<file path="src/rtl/alu8_pkg.sv">
package alu8_pkg;

  typedef enum logic [4:0] {
    OP_ADD  = 5'd0,
    OP_ADC  = 5'd1,
    OP_SUB  = 5'd2,
    OP_SBC  = 5'd3,
    OP_CP   = 5'd4,
    OP_CPC  = 5'd5,
    OP_AND  = 5'd6,
    OP_OR   = 5'd7,
    OP_XOR  = 5'd8,
    OP_COM  = 5'd9,
    OP_NEG  = 5'd10,
    OP_INC  = 5'd11,
    OP_DEC  = 5'd12,
    OP_ASR  = 5'd13,
    OP_LSR  = 5'd14,
    OP_ROR  = 5'd15,
    OP_SWAP = 5'd16
  } alu_op_e;

  // status byte bit positions
  localparam int SB_C = 0;
  localparam int SB_Z = 1;
  localparam int SB_N = 2;
  localparam int SB_V = 3;
  localparam int SB_S = 4;
  localparam int SB_H = 5;
  localparam int SW   = 8;

endpackage

</file>
<file path="src/rtl/alu8_arith.sv">
module alu8_arith
  import alu8_pkg::*;
#(
  parameter int DW = 8
) (
  input  logic [4:0]    op,
  input  logic [DW-1:0] d,
  input  logic [DW-1:0] r,
  input  logic [SW-1:0] st_in,
  output logic [DW-1:0] res,
  output logic [SW-1:0] st_out,
  output logic          hit,
  output logic          wr
);

  localparam int MSB = DW - 1;
  localparam int HB  = DW / 2 - 1;
  localparam logic [DW-1:0] POS_MAX = {1'b0, {(DW-1){1'b1}}};
  localparam logic [DW-1:0] NEG_MIN = {1'b1, {(DW-1){1'b0}}};

  logic          is_add, is_sub, chained, cin;
  logic [DW:0]   sum, diff;
  logic [DW-1:0] hvec;
  logic          nflag, vflag;

  always_comb begin
    is_add  = (op == OP_ADD) || (op == OP_ADC);
    is_sub  = (op == OP_SUB) || (op == OP_SBC) || (op == OP_CP) || (op == OP_CPC);
    chained = (op == OP_SBC) || (op == OP_CPC);
    cin     = ((op == OP_ADC) || chained) ? st_in[SB_C] : 1'b0;
    sum     = {1'b0, d} + {1'b0, r} + {{DW{1'b0}}, cin};
    diff    = {1'b0, d} - {1'b0, r} - {{DW{1'b0}}, cin};
  end

  always_comb begin
    hit    = is_add || is_sub || (op == OP_NEG) || (op == OP_INC) || (op == OP_DEC);
    wr     = hit && (op != OP_CP) && (op != OP_CPC);
    res    = d;
    st_out = st_in;
    hvec   = '0;
    vflag  = 1'b0;
    if (is_add) begin
      res          = sum[MSB:0];
      hvec         = (d & r) | (r & ~res) | (~res & d);
      vflag        = (d[MSB] & r[MSB] & ~res[MSB]) | (~d[MSB] & ~r[MSB] & res[MSB]);
      st_out[SB_C] = sum[DW];
      st_out[SB_H] = hvec[HB];
      st_out[SB_Z] = (res == '0);
    end else if (is_sub) begin
      res          = diff[MSB:0];
      hvec         = (~d & r) | (r & res) | (res & ~d);
      vflag        = (d[MSB] ^ r[MSB]) & (d[MSB] ^ res[MSB]);
      st_out[SB_C] = diff[DW];
      st_out[SB_H] = hvec[HB];
      st_out[SB_Z] = (res == '0) && (!chained || st_in[SB_Z]);
    end else if (op == OP_NEG) begin
      res          = '0 - d;
      vflag        = (res == NEG_MIN);
      st_out[SB_C] = (res != '0);
      st_out[SB_H] = res[HB] | d[HB];
      st_out[SB_Z] = (res == '0);
    end else if (op == OP_INC) begin
      res          = d + {{(DW-1){1'b0}}, 1'b1};
      vflag        = (d == POS_MAX);
      st_out[SB_Z] = (res == '0);
    end else if (op == OP_DEC) begin
      res          = d - {{(DW-1){1'b0}}, 1'b1};
      vflag        = (d == NEG_MIN);
      st_out[SB_Z] = (res == '0);
    end
    nflag = res[MSB];
    if (hit) begin
      st_out[SB_N] = nflag;
      st_out[SB_V] = vflag;
      st_out[SB_S] = nflag ^ vflag;
    end
  end

endmodule

</file>
<file path="src/rtl/alu8_logic.sv">
module alu8_logic
  import alu8_pkg::*;
#(
  parameter int DW = 8
) (
  input  logic [4:0]    op,
  input  logic [DW-1:0] d,
  input  logic [DW-1:0] r,
  input  logic [SW-1:0] st_in,
  output logic [DW-1:0] res,
  output logic [SW-1:0] st_out,
  output logic          hit
);

  localparam int MSB = DW - 1;

  always_comb begin
    hit    = 1'b1;
    res    = d;
    st_out = st_in;
    unique case (op)
      OP_AND:  res = d & r;
      OP_OR:   res = d | r;
      OP_XOR:  res = d ^ r;
      OP_COM:  res = ~d;
      default: hit = 1'b0;
    endcase
    if (hit) begin
      if (op == OP_COM) st_out[SB_C] = 1'b1;
      st_out[SB_Z] = (res == '0);
      st_out[SB_N] = res[MSB];
      st_out[SB_V] = 1'b0;
      st_out[SB_S] = res[MSB];
    end
  end

endmodule

</file>
<file path="src/rtl/alu8_shift.sv">
module alu8_shift
  import alu8_pkg::*;
#(
  parameter int DW = 8
) (
  input  logic [4:0]    op,
  input  logic [DW-1:0] d,
  input  logic [SW-1:0] st_in,
  output logic [DW-1:0] res,
  output logic [SW-1:0] st_out,
  output logic          hit
);

  localparam int MSB  = DW - 1;
  localparam int HALF = DW / 2;

  logic top_in, is_shift;

  always_comb begin
    is_shift = (op == OP_ASR) || (op == OP_LSR) || (op == OP_ROR);
    hit      = is_shift || (op == OP_SWAP);
    top_in   = 1'b0;
    if (op == OP_ASR) top_in = d[MSB];
    if (op == OP_ROR) top_in = st_in[SB_C];
    res    = d;
    st_out = st_in;
    if (op == OP_SWAP) begin
      res = {d[HALF-1:0], d[MSB:HALF]};
    end else if (is_shift) begin
      res          = {top_in, d[MSB:1]};
      st_out[SB_C] = d[0];
      st_out[SB_Z] = (res == '0);
      st_out[SB_N] = res[MSB];
      st_out[SB_V] = res[MSB] ^ d[0];
      st_out[SB_S] = d[0];
    end
  end

endmodule

</file>
<file path="src/rtl/alu8_core.sv">
module alu8_core
  import alu8_pkg::*;
#(
  parameter int DW = 8
) (
  input  logic          clk,
  input  logic          rst,
  input  logic          in_valid,
  input  logic [4:0]    op_sel,
  input  logic [DW-1:0] opa,
  input  logic [DW-1:0] opb,
  input  logic [7:0]    status_in,
  output logic [DW-1:0] res_q,
  output logic          res_we,
  output logic [7:0]    sts_q,
  output logic          out_valid
);

  logic [DW-1:0] a_res, l_res, s_res, nx_res;
  logic [SW-1:0] a_st, l_st, s_st, nx_st;
  logic          a_hit, a_wr, l_hit, s_hit, nx_wr;

  alu8_arith #(.DW(DW)) u_arith (
    .op(op_sel), .d(opa), .r(opb), .st_in(status_in),
    .res(a_res), .st_out(a_st), .hit(a_hit), .wr(a_wr)
  );

  alu8_logic #(.DW(DW)) u_logic (
    .op(op_sel), .d(opa), .r(opb), .st_in(status_in),
    .res(l_res), .st_out(l_st), .hit(l_hit)
  );

  alu8_shift #(.DW(DW)) u_shift (
    .op(op_sel), .d(opa), .st_in(status_in),
    .res(s_res), .st_out(s_st), .hit(s_hit)
  );

  always_comb begin
    nx_res = opa;
    nx_st  = status_in;
    nx_wr  = 1'b0;
    if (a_hit) begin
      nx_res = a_res;
      nx_st  = a_st;
      nx_wr  = a_wr;
    end else if (l_hit) begin
      nx_res = l_res;
      nx_st  = l_st;
      nx_wr  = 1'b1;
    end else if (s_hit) begin
      nx_res = s_res;
      nx_st  = s_st;
      nx_wr  = 1'b1;
    end
  end

  always_ff @(posedge clk) begin
    if (rst) begin
      res_q     <= '0;
      sts_q     <= '0;
      res_we    <= 1'b0;
      out_valid <= 1'b0;
    end else begin
      out_valid <= in_valid;
      res_we    <= in_valid && nx_wr;
      if (in_valid) begin
        sts_q <= nx_st;
        if (nx_wr) res_q <= nx_res;
      end
    end
  end

endmodule

</file>
<file path="config.mk">
export PLATFORM = sky130hd
export DESIGN_NAME = alu8_core
export DESIGN_NICKNAME = d
export VERILOG_FILES = /design/src/rtl/alu8_pkg.sv /design/src/rtl/alu8_arith.sv /design/src/rtl/alu8_logic.sv /design/src/rtl/alu8_shift.sv /design/src/rtl/alu8_core.sv
export SDC_FILE = /design/constraint.sdc
export NUM_CORES = 1
export LEC_CHECK = 0
export CAP_MARGIN = 20
export CORE_ASPECT_RATIO = 1.25
export CORE_MARGIN = 2
export CORE_UTILIZATION = 35
export CTS_CLUSTER_SIZE = 20
export DETAILED_ROUTE_END_ITERATION = 8
export PLACE_DENSITY = 0.54
export SYNTH_ARGS = -nofsm -noshare
export SYNTH_HDL_FRONTEND = slang
export SYNTH_SLANG_ARGS = --single-unit
</file>
<file path="constraint.sdc">
create_clock -name clk -period 4.1 [get_ports clk]
set_input_delay 0.82 -clock clk [delete_from_list [all_inputs] [get_ports clk]]
set_output_delay 0.82 -clock clk [all_outputs]
set_load 0.005 [all_outputs]
</file>
Word-level counts from Yosys, hierarchy flattened:

Cells that the tools add are included.

* register bits: 18
* output and inout port bits: 18
* bits of input ports: 32
* word-level logic and storage cells: 128

* equal/unequal tests: 21
* reductions and logical operators: 30
* mux-type cells: 38
* bitwise gates (word level): 28
* $add $sub $neg: 7

Operator list (number)
* 8-bit 2-to-1 mux: 10
* 8-bit zero test: 7
* 5-bit by 4-bit == test with 1-bit output (second input constant): 8
* 8-bit case mux with 4 select lines: 1
* 4-bit bitwise AND: 5
* 5-bit by 3-bit == test with 1-bit output (second input constant): 4
* 1-bit 2-to-1 mux: 20
* 5-bit 2-to-1 mux: 4
* 8-bit == test (second input constant): 2
* 4-bit OR: 4
* 1-bit logical OR: 14
* 5-bit by 2-bit == test with 1-bit output (second input constant): 2
* 5-bit by 3-bit != test with 1-bit output (second input constant): 2
* 8-bit by 8-bit adder with 9-bit output: 1
* 9-bit by 1-bit adder with 9-bit output: 1
* 8-bit by 8-bit subtractor with 9-bit output: 1
* 9-bit by 1-bit subtractor with 9-bit output: 1
* 8-bit by 1-bit adder with 8-bit output (second input constant): 1
* 8-bit bitwise AND: 1
* 8-bit by 7-bit == test with 1-bit output (second input constant): 1
* 8-bit NOT: 1
* 8-bit OR: 1
* 8-bit nonzero test: 1
* 1-bit by 8-bit subtractor with 8-bit output (first input constant): 1
* 16 further kinds: 30

Logic depth before layout (Yosys ltp):

* word-level depth: 12
* gate-level depth with buffers: 15
* depth with buffers taken out: 13

Hierarchy:

Synthesis repeated with hierarchy kept, for this count alone.

* cell total of the unflattened synthesis: 568
* area total of the unflattened synthesis: 4276.6 µm²

Modules (own cells, without submodules)
* alu8_arith: area an instance 2045.7 µm², seq. area each 0.0 µm², cells each 285, instances 1
* alu8_core: area an instance 1082.3 µm², seq. area each 360.3 µm², cells each 115, instances 1
* alu8_logic: area an instance 782.0 µm², seq. area each 0.0 µm², cells each 116, instances 1
* alu8_shift: area an instance 366.6 µm², seq. area each 0.0 µm², cells each 52, instances 1

Worst setup path after synthesis:

No wires, ideal clock.

* path kind: input port to flip-flop
* start point: input port op_sel[3]
* end point: register sts_q[4]
* data required time: 4026 ps
* stages on the path: 14
* arrival time: 3737 ps
* setup slack: 289 ps
* path buffers: 2
* library setup time: 74 ps
* path through: clkbuf_1 -> buf_2 -> a211oi_1 -> nand3_1 -> fa_1 -> inv_1 -> ha_1 -> o21ai_0 -> a211o_1 -> a311oi_1 -> or4_1 -> nand3_1 -> or3_1 -> a31oi_1

* cells in the longest elaborated chain, start to end: 11
* elaborated cells on any way between the ends: 58
* classes of those cells: 2 x add/sub; 16 x eq/ne; 18 x mux; 7 x bitwise; 15 x reduce/logical

RTL lines
* from (decl): RTL line alu8_core.sv:9 `input logic [4:0] op_sel,`
* 5-bit by 2-bit == test with 1-bit output or 5-bit by 3-bit == test with 1-bit output (tied branches): RTL line alu8_arith.sv:28, alu8_arith.sv:29
* 1-bit logical OR: RTL line alu8_arith.sv:29 `chained = (op == OP_SBC) || (op == OP_CPC);`
* 1-bit logical OR: RTL line alu8_arith.sv:30 `cin = ((op == OP_ADC) || chained) ? st_in[SB_C] : 1'b0;`
* 1-bit 2-to-1 mux: RTL line alu8_arith.sv:30
* 9-bit by 1-bit subtractor with 9-bit output or 9-bit by 1-bit adder with 9-bit output (tied branches): RTL line alu8_arith.sv:32, alu8_arith.sv:31
* 1-bit bitwise XOR or 1-bit NOT (tied branches): RTL line alu8_arith.sv:52, alu8_arith.sv:45
* 1-bit bitwise AND (on tied branches): RTL line alu8_arith.sv:52, alu8_arith.sv:45
* 1-bit 2-to-1 mux or 1-bit OR (tied branches): RTL line alu8_arith.sv:49, alu8_arith.sv:45
* 1-bit 2-to-1 mux: RTL line alu8_arith.sv:42 `if (is_add) begin`
* 1-bit bitwise XOR: RTL line alu8_arith.sv:75 `st_out[SB_S] = nflag ^ vflag;`
* 6-bit 2-to-1 mux *: RTL line alu8_core.sv:42 `if (a_hit) begin`
* to (signal assigned): RTL line alu8_core.sv:67 `sts_q <= nx_st;`
* to (decl): RTL line alu8_core.sv:15 `output logic [7:0] sts_q,`

Mark *: on every way between the ends. The rest lies on a longest branch, timed or not.
A chain may end at the register's enable or synchronous reset.

Worst setup path after layout:

* start point: input port op_sel[3]
* end point: register sts_q[2]

* cells in the longest elaborated chain, start to end: 9
* elaborated cells on any way between the ends: 48
* classes of those cells: 2 x add/sub; 16 x eq/ne; 15 x mux; 15 x reduce/logical

RTL lines (RTL line)
* branches (longest 8 deep; another with 9-bit by 1-bit subtractor with 9-bit output)
* 6-bit 2-to-1 mux *: alu8_core.sv:42

Every way passes the cells marked *.

==> impl_metrics.toml <==
[outcome]
status = "completed"

[yosys]
netlist_instances = 464
ys.flop_type = "dfxtp_1"
synth_cell_types = 68
synth.avg_cell_area_sq_um = 7.103
yosys.area.top_type = "ha_1"
synthSimpleGateAreaFrac = 0.2544
synth_area_leaders = "ha_1 13%, dfxtp_1 11%, nor2_1 5.5%, o21ai_0 4.1%, inv_1 3.9%"
yosys_warnings = 0
synth_mux_area_frac = 0.02430
synth_nets = 535
synth_edf_count = 0
synth-adder-area-share = 0.1595
syn_area_sq_mm = 0.003296
ys_async_sr_fraction = 0
synth_top_family_by_area = "compound AO/OA/AOI/OAI gates"
synth-xor-area-share = 0.05049
netlist.area_leader.share = 0.1291
ys_seq_area_frac = 0.1093
synth_compound_area_frac = 0.3246
ys_ff_latch = 18

[worst_setup_path]
cp_max_fo = 4
cp.arrival_ns = 4.10
reg2reg_from = "sts_q[4]$_SDFFE_PP0P_"
worstPathRequired_ns = 4.27
startpoint = "op_sel[3]"
reg2reg_slack_ns = 3.23
rr_endpoint = "sts_q[4]$_SDFFE_PP0P_"
worstSetupEndpointType = "flop"
worstRegToRegCells = 3
start_kind = "input pin"
worstSetupPathType = "input pin to flop"

[detailed_routing]
routed_via_density = 6.012
drt_iter0_drc = 334
routedWlPerCell_um = 20.08
totalWireLength_um = 13310
drt-pass1-iter-count = 5
ant_nets = 0
vias = 3986
route.detailed.drc = 0

[cts]
cts_inserted_buffers = 3
cts_tree = "done"
clk_pin_slew_worst_paths_ns = 0.05
cts.sinks = 18
clk_path_buf_depth = 2
hold_buffers = 0
cts_root_buf = "clkbuf_16"
clock_latency_ns = 0.25
h-tree-depth = 1

[global_route]
grt_overflow = 0
grt_start_max_net_pins = 27
antenna_found_initial = 0
grt_pass1_wl_um = 20690
grt_use_total = 0.2577
grt_pass1_vias = 3860

[die]
die-area_sq_mm = 0.01021
die_y_um = 112.5
coreArea_sq_mm = 0.009174
io_pins = 50
initial_core_util = 0.3592
rows = 39
die_width_um = 90.79

[pwr]
power_switching_share = 0.3861
seq_power_share = 0.212
vdd_ir_drop_max_v = 0.0001478
p_switching_mw = 0.3546
combPwrFrac = 0.551
p_leak_nw = 1.816
powerDensity_mw_per_mm2 = 211.5
p_int_mw = 0.5639
clkPwrFrac = 0.236

[layout]
diodes = 0
syn_to_final_growth_pct = 31.74
drive_above_1_share = 0.1389
stdcell_count = 663
nNetsFinal = 612

[placement]
port_buffers = 49
place_ws_ns = -0.2445
gp_congestion = 0.9623
hpwl_um = 10720
placedCellCount = 658

[sta]
finClkSkew_ns = 0
rsz0062_at_grt = "no"
setup_viol = 0
final_hold_viol_count = 0
relSlewSlack = 0.5832
fmax_ghz = 0.2542
worstMarginPinSlew_ns = 0.6236
fin_crit_sh = 0.9596
final.min_clock_period_ns = 3.934
layout_setup_ws_ns = 0.1656
drv_slew = 0

[worst_hold_path]
worstHoldEndpoint = "res_q[6]$_SDFFE_PP0P_"
min-delay-start = "res_q[6]$_SDFFE_PP0P_"
hold_path.class = "flop to flop"
holdPathStages = 2

[run]
cap_viol_max_count = 0
kinds of logic after synthesis:
kind of cell	Yosys count
XOR/XNOR	19
adder cells (fa/ha/maj)	39
flip-flops	18
AO/OA/AOI/OAI	150
multiplexers	8
AND/OR/NAND/NOR	165
buffers and inverters	65
registers in the layout (all words and copies together) (netlist names):
signal     count
sts_q          8
res_q          8
out_valid      1
res_we         1
power groups by stage:
stage               sequential [mW]  clock, mW  combinational (mW)
floorplan                     0.199          0               0.274
CTS                           0.195      0.222               0.488
global route                  0.196      0.229               0.548
finish                        0.195      0.217               0.506
global placement              0.198          0               0.483
detailed placement            0.199          0               0.486
cell usage in the layout (no fill, tap or decap), drive strengths merged, types with 8 or more instances in the layout:
master,Yosys,layout
inv,35,35
ha,34,34
o211ai,9,9
a21oi,24,24
nor3,14,14
nor2,48,48
a22oi,10,10
mux2i,8,8
nand2,33,33
nand3,12,12
xnor2,12,12
o21ai,27,27
and3,8,8
buf,4,53
dfxtp,18,18
a211oi,9,9
clkdlybuf4s50,0,48
per-layer routing:
layer  vias up  global-route usage  share of wire
li1       1881                   -              -
met1      1856              0.3087           0.41
met2       207              0.4423           0.47
met3        42             0.02752          0.063
met4         0              0.1566          0.059
met5         -                   0              0
through the flow:
stage	util	hold WS (ns)	TNS, ns	total power, mW	cell area [sq um]
floorplan	-	0.4442	0	0.4734	3296
global placement	0.4585	0.4566	-0.9694	0.6812	4207
detailed placement	0.4585	0.4560	-1.296	0.6844	4207
CTS	0.4682	0.4680	0	0.9047	4295
global route	0.4733	0.4967	0	0.9729	4342
finish	0.4733	0.4659	0	0.9184	4342
final cells by class:
type	instances	area, sq um
timing repair buffer	102	890.9
tap	123	153.9
inverter	35	131.4
sequential	18	360.3
fill	1000	4832
multi-input combinational	381	2716
clock buffer	4	88.84
timing repair:
| item | 4_1_cts | 5_1_grt |
|---|---|---|
| setup buffers | 0 | 1 |
| hold endpoints to repair | 0 | 0 |
| setup endpoints to repair | 0 | 8 |
| gates resized for setup | 0 | 11 |
synth_stat cells (5+ instances only):
cell,n
nor2_1,48
clkbuf_1,26
a22oi_1,10
fa_1,5
nor2b_1,5
or3_1,6
o211ai_1,9
o31ai_1,5
xnor2_1,12
and3_1,6
nand2_1,33
dfxtp_1,18
a21oi_1,24
a31oi_1,7
mux2i_1,8
a21o_1,6
ha_1,34
nand4_1,7
nand3_1,12
inv_1,34
nor4_1,7
xor2_1,7
a211oi_1,9
o21ai_0,27
nor3_1,14
nand2b_1,5
worst max-delay path, stage by stage:
cell             delay [ns]
clkdlybuf4s50_1        0.44
a211oi_2               0.26
nand3_2                0.16
fa_1                   0.60
inv_2                  0.05
ha_1                   0.17
o21ai_0                0.23
buf_4                  0.18
a211o_1                0.16
a311oi_2               0.09
buf_4                  0.16
a22o_1                 0.23
o31a_1                 0.33
a311oi_2               0.22
worst max-delay path by stage:
stage | cells past startpoint | slack (ns) | to
final | 14 | 0.17 | sts_q[2]$_SDFFE_PP0P_
after global routing | 14 | 0.006 | sts_q[2]$_SDFFE_PP0P_
after CTS | 15 | 0.0004 | sts_q[4]$_SDFFE_PP0P_
after detailed placement | 15 | -0.24 | sts_q[4]$_SDFFE_PP0P_
after floorplan | 14 | 0.29 | sts_q[4]$_SDFFE_PP0P_
after global placement | 13 | -0.18 | res_q[3]$_SDFFE_PP0P_
Note: power is estimated with default switching activity, not from simulation.
